<file path="config.mk">
export PLATFORM = sky130hd
export DESIGN_NAME = ocal_seq
export DESIGN_NICKNAME = d
export VERILOG_FILES = /design/src/rtl/ocal_pkg.sv /design/src/rtl/ocal_ctrl.sv /design/src/rtl/ocal_chan_acc.sv /design/src/rtl/ocal_sat_sub.sv /design/src/rtl/ocal_seq.sv
export SDC_FILE = /design/constraint.sdc
export NUM_CORES = 1
export LEC_CHECK = 0
export BUFFER_PORTS_ARGS = -buffer_cell sky130_fd_sc_hd__buf_2
export CAP_MARGIN = 20
export CORE_MARGIN = 2
export CORE_UTILIZATION = 60
export DETAILED_ROUTE_END_ITERATION = 10
export PLACE_DENSITY = 0.91
export SKIP_LAST_GASP = 1
export SYNTH_ARGS = -nofsm -noshare
export SYNTH_HDL_FRONTEND = slang
export SYNTH_HIERARCHICAL = 1
export SYNTH_SLANG_ARGS = --single-unit
</file>
<file path="constraint.sdc">
create_clock -name clk -period 3.97 [get_ports clk]
set_input_delay 0.397 -clock clk [delete_from_list [all_inputs] [get_ports clk]]
set_output_delay 0.397 -clock clk [all_outputs]
set_load 0.02 [all_outputs]
</file>
<file path="src/rtl/ocal_pkg.sv">
package ocal_pkg;
    typedef enum logic [1:0] {
        ST_CAL    = 2'd0,
        ST_SETTLE = 2'd1,
        ST_RUN    = 2'd2
    } ocal_state_e;
endpackage

</file>
<file path="src/rtl/ocal_ctrl.sv">
module ocal_ctrl
    import ocal_pkg::*;
#(
    parameter int CAL_FRAMES   = 8704,
    parameter int VALID_FRAMES = 8960,
    parameter int WIN_LOG2     = 8
) (
    input  logic        clk,
    input  logic        rst_n,
    input  logic        frame_tick,
    input  logic        slave_mode,
    output ocal_state_e state,
    output logic        win_add,
    output logic        win_last
);
    localparam int CW  = $clog2(VALID_FRAMES + 2);
    localparam int WIN = 1 << WIN_LOG2;

    ocal_state_e    nxt;
    logic [CW-1:0]  cnt;
    logic [CW-1:0]  cal_len;
    logic [CW-1:0]  val_len;
    logic           cal_end;
    logic           val_end;

    // slave mode stretches both counts by one frame
    assign cal_len = CW'(CAL_FRAMES) + CW'(slave_mode);
    assign val_len = CW'(VALID_FRAMES) + CW'(slave_mode);
    assign cal_end = frame_tick && (cnt == cal_len - CW'(1));
    assign val_end = frame_tick && (cnt == val_len - CW'(1));

    always_comb begin
        nxt = state;
        unique case (state)
            ST_CAL:    if (cal_end) nxt = ST_SETTLE;
            ST_SETTLE: if (val_end) nxt = ST_RUN;
            ST_RUN:    nxt = ST_RUN;
            default:   nxt = ST_CAL;
        endcase
    end

    always_ff @(posedge clk or negedge rst_n) begin
        if (!rst_n) state <= ST_CAL;
        else        state <= nxt;
    end

    always_ff @(posedge clk or negedge rst_n) begin
        if (!rst_n)                              cnt <= '0;
        else if (frame_tick && state != ST_RUN) cnt <= cnt + CW'(1);
    end

    assign win_add  = (state == ST_CAL) && frame_tick && (cnt >= cal_len - CW'(WIN));
    assign win_last = (state == ST_CAL) && cal_end;
endmodule

</file>
<file path="src/rtl/ocal_chan_acc.sv">
module ocal_chan_acc #(
    parameter int DW       = 24,
    parameter int AW       = 32,
    parameter int WIN_LOG2 = 8
) (
    input  logic          clk,
    input  logic          rst_n,
    input  logic          add_en,
    input  logic          add_last,
    input  logic [DW-1:0] sample,
    output logic [DW-1:0] offset
);
    logic signed [AW-1:0] acc;
    logic signed [AW-1:0] acc_sum;

    assign acc_sum = acc + $signed({{(AW-DW){sample[DW-1]}}, sample});

    always_ff @(posedge clk or negedge rst_n) begin
        if (!rst_n) begin
            acc    <= '0;
            offset <= '0;
        end else if (add_en) begin
            if (add_last) begin
                offset <= DW'(acc_sum >>> WIN_LOG2);
                acc    <= '0;
            end else begin
                acc    <= acc_sum;
            end
        end
    end
endmodule

</file>
<file path="src/rtl/ocal_sat_sub.sv">
module ocal_sat_sub #(
    parameter int DW = 24
) (
    input  logic [DW-1:0] a,
    input  logic [DW-1:0] b,
    output logic [DW-1:0] y
);
    logic [DW:0] d;

    always_comb begin
        d = {a[DW-1], a} - {b[DW-1], b};
        if (d[DW] != d[DW-1])
            y = d[DW] ? {1'b1, {(DW-1){1'b0}}} : {1'b0, {(DW-1){1'b1}}};
        else
            y = d[DW-1:0];
    end
endmodule

</file>
<file path="src/rtl/ocal_seq.sv">
module ocal_seq
    import ocal_pkg::*;
#(
    parameter int DW           = 24,
    parameter int AW           = 32,
    parameter int CAL_FRAMES   = 8704,
    parameter int VALID_FRAMES = 8960,
    parameter int WIN_LOG2     = 8
) (
    input  logic          clk,
    input  logic          rst_n,
    input  logic          frame_tick,
    input  logic          slave_mode,
    input  logic          zcal_sel,
    input  logic [DW-1:0] in_left,
    input  logic [DW-1:0] in_right,
    output logic          cal_busy,
    output logic          src_sel,
    output logic          out_valid,
    output logic [DW-1:0] out_left,
    output logic [DW-1:0] out_right
);
    localparam int NCH = 2;

    ocal_state_e   state;
    logic          win_add;
    logic          win_last;
    logic [DW-1:0] smp  [NCH];
    logic [DW-1:0] offs [NCH];
    logic [DW-1:0] diff [NCH];
    logic [DW-1:0] oreg [NCH];

    assign smp[0] = in_left;
    assign smp[1] = in_right;

    ocal_ctrl #(
        .CAL_FRAMES  (CAL_FRAMES),
        .VALID_FRAMES(VALID_FRAMES),
        .WIN_LOG2    (WIN_LOG2)
    ) u_ctrl (
        .clk       (clk),
        .rst_n     (rst_n),
        .frame_tick(frame_tick),
        .slave_mode(slave_mode),
        .state     (state),
        .win_add   (win_add),
        .win_last  (win_last)
    );

    for (genvar c = 0; c < NCH; c++) begin : g_ch
        ocal_chan_acc #(.DW(DW), .AW(AW), .WIN_LOG2(WIN_LOG2)) u_acc (
            .clk     (clk),
            .rst_n   (rst_n),
            .add_en  (win_add),
            .add_last(win_last),
            .sample  (smp[c]),
            .offset  (offs[c])
        );
        ocal_sat_sub #(.DW(DW)) u_sub (
            .a(smp[c]),
            .b(offs[c]),
            .y(diff[c])
        );
    end

    always_ff @(posedge clk or negedge rst_n) begin
        if (!rst_n) begin
            out_valid <= 1'b0;
            for (int c = 0; c < NCH; c++) oreg[c] <= '0;
        end else begin
            out_valid <= (state == ST_RUN) && frame_tick;
            if ((state == ST_RUN) && frame_tick)
                for (int c = 0; c < NCH; c++) oreg[c] <= diff[c];
        end
    end

    assign cal_busy  = (state == ST_CAL);
    assign src_sel   = cal_busy ? zcal_sel : 1'b1;
    assign out_left  = oreg[0];
    assign out_right = oreg[1];
endmodule

</file>
==> impl_results.md <==
- DR WL/cell: 18.6 µm
- Post-synthesis sequential area ratio: 31.2%
- Global-route wire length before repair: 60400 µm
- Antenna Cells: 0
- Hold_buf cts: 0
- Worst Path Arrival: 3.71 ns
- Vias per cell: 6.42
- Hold WS: 0.0848 ns
- Worst path cell trace: ha_1, inv_1, fa_1, a21o_1, a31o_2, o221ai_1, o211ai_1, a21boi_4, nand2b_1, mux2i_2, a21oi_1, mux2_2
- Net count after synthesis: 1784
- Commonest non-fill, non-tap cells in the layout: dfrtp_1, nand2_1, o21ai_0
- RSZ-0062 raised after global routing: no
- Status: complete, no violations
- Routed WL: 37200 µm
- Fin util: 66.1%
- CTS Buffer Depth: 2
- Root Buffer: clkbuf_16
- Area contributors post-synth: dfrtp_1, ha_1, o21ai_0, xnor2_1, a21oi_1
- Tot Pwr: 0.00440 W
- Worst path slowest cell: fa_1
- Hold Vio Cnt, Final: 0
- Clock sinks: 177
- WS Path Type: reg2reg
- #FFs+latches synth: 177
- Core box area: 0.0233 mm²
- DRT antenna net count: 0
- Nets: 1836
- Largest net degree at the start of global routing: 107
- Post-Syn Instances: 1612
- Final Skew: 0.0212 ns
- Met2 wire len: 17200 µm
- Max cap viols: 0
- Worst R2R Setup Slack: 0.57 ns
- DRC Markers: 0
- R2r startpoint: g_ch[0].u_acc/offset[0]
- Dpl hpwl: 27900 µm
- Mean post-synth cell area: 8.80 µm²
- Fmax: 0.294 GHz
- Critical Path RT: 4.28 ns
- Slew Viols, Final: 0
- Total global routing overflow: 0
- Routed met1 length: 15500 µm
- Rows: 56
- CP max stage delay: 0.41 ns
- Initial DRC Count: 1377
- Mapped Area: 0.0142 mm²
- # port buffers: 103
- CTS tree: done
- Die Width: 158 µm
- Crit path from: g_ch[0].u_acc/offset[0]
- Post-synth ARST share: 100%
- Area delta synth->final: 8.73%
- CP max FO: 11
- Most common cell after layout, fill and taps aside: dfrtp_1
- Number of global-route vias before repair: 12200
- CTS Buf Count: 17
- Vias: 12800
- Routability cong.: 0.987
- Hold crit path type: in2async
- Drt pass-1 iters: 6
- Cell variety after synth: 78
- Post-layout minimum cycle time: 3.40 ns
- PostCTS Resize Cnt: 0
- Htree depth: 4
- Max_slew headroom: 34.8%
- Clk_lat worst skew: 0.45 ns
- Setup_tns: 0 ns
- Post-synth top area share: 31.2%
- Top routing layer in use: met4
- Fill cells: 1774
- Synth Flop Type: dfrtp_1
- Met3 WL: 2930 µm
- Fin crit share: 85.7%
- Setup bufs post-CTS: 0
- Area of the die: 0.0249 mm²
- Initial Util: 60.8%
- PwrDens: 285 mW/mm²
- Number of synthesized flops with an enable pin: 0
- Crit end category: register
- Ys Warns: 6
- Reg clk slew, reported paths: 0.08 ns
- Cells after DPL: 1964
- Ports: 104
- Actual slew at the worst max-slew pin: 0.978 ns
- Worst setup SP type: register
- Overall routing resource usage: 30.0%
- Synth area leader: dfrtp_1
- Setup-failing EPs final: 0
- Die Span Y: 158 µm
- Share of cells above drive strength 1: 15.6%
- Max VDD drop: 0.265 mV
- Initial antenna violation count: 0
- Cell Count, Final, Fillers Out: 1995
- Leakage: 7.22 nW
## logic make-up after synthesis
logic type | share of synthesized area (%)
flip-flops | 31.2
AND/OR/NAND/NOR | 14.1
adder cells (fa/ha/maj) | 10.7
AO/OA/AOI/OAI | 26.9
buffers and inverters | 5.27
XOR/XNOR | 6.66
multiplexers | 5.14
## critical path: cells and delay by family (launching register included)
kind / cells / cell delay [ns]
fa+ha+maj: 2 / 0.59
compound gates: 6 / 1.36
simple gates: 1 / 0.30
flops: 1 / 0.37
buf+inv: 1 / 0.06
mux: 2 / 0.61
## cell usage after synthesis, types with 14 or more instances
| master | number |
|---|---|
| a21o_1 | 65 |
| a21oi_1 | 109 |
| a31oi_1 | 18 |
| clkbuf_1 | 61 |
| dfrtp_1 | 177 |
| ha_1 | 115 |
| inv_1 | 89 |
| mux2_2 | 45 |
| nand2_1 | 137 |
| nand2b_1 | 19 |
| nand3_1 | 36 |
| nand4_1 | 28 |
| nor2_1 | 90 |
| nor2b_1 | 18 |
| nor3_1 | 14 |
| o211ai_1 | 30 |
| o21a_1 | 37 |
| o21ai_0 | 130 |
| o21ai_1 | 14 |
| o2bb2ai_1 | 41 |
| o31ai_1 | 20 |
| xnor2_1 | 67 |
| xor2_1 | 41 |
## worst paths after layout
check	endpoint	depth (start not counted)
max	out_left[21]	12
min	u_ctrl/cnt[2]	1
max reg2reg	out_left[21]	12
min reg2reg	g_ch[0].u_acc/offset[23]	2
max in group asynchronous	g_ch[1].u_acc/acc[0]	2
min in group clk	g_ch[0].u_acc/acc[0]	3
## layer usage
| metal | vias to the layer above | global-route usage, % |
|---|---|---|
| met2 | 587 | 49.3 |
| li1 | 5995 | - |
| met5 | - | 0 |
| met1 | 6104 | 39.0 |
| met3 | 121 | 5.09 |
| met4 | 0 | 13.4 |
## state kept, by name, summed over array words and instances (netlist names)
register           cells
u_ctrl/cnt            14
g_ch.u_acc/offset     48
g_ch.u_acc/acc        64
out_left              24
u_ctrl/state           2
out_right             24
out_valid              1
## stage by stage
step,area [µm²],setup WS (ns)
after floorplan,14200,0.963
after global placement,14900,0.535
after detailed placement,14900,0.402
after CTS,15400,0.609
after global routing,15400,0.348
final,15400,0.568
## layout make-up
class / instances / area (µm²) / share of cell area, %
Clock buffer: 18 / 429 / 2.78
Timing Repair Buffer: 122 / 664 / 4.31
Tap cell: 319 / 399 / 2.59
Inverter: 89 / 334 / 2.16
Sequential cell: 177 / 4430 / 28.7
Clock inverter: 13 / 148 / 0.957
Multi-Input combinational cell: 1257 / 9030 / 58.5
## report_power, final
part,total (W),switching [W],internal [W]
combinational,0.000815,0.000504,0.000312
sequential,0.00189,0.0000551,0.00184
clock,0.00169,0.000801,0.000889
total,0.00440,0.00136,0.00304
(Power assumes the default switching activity.)
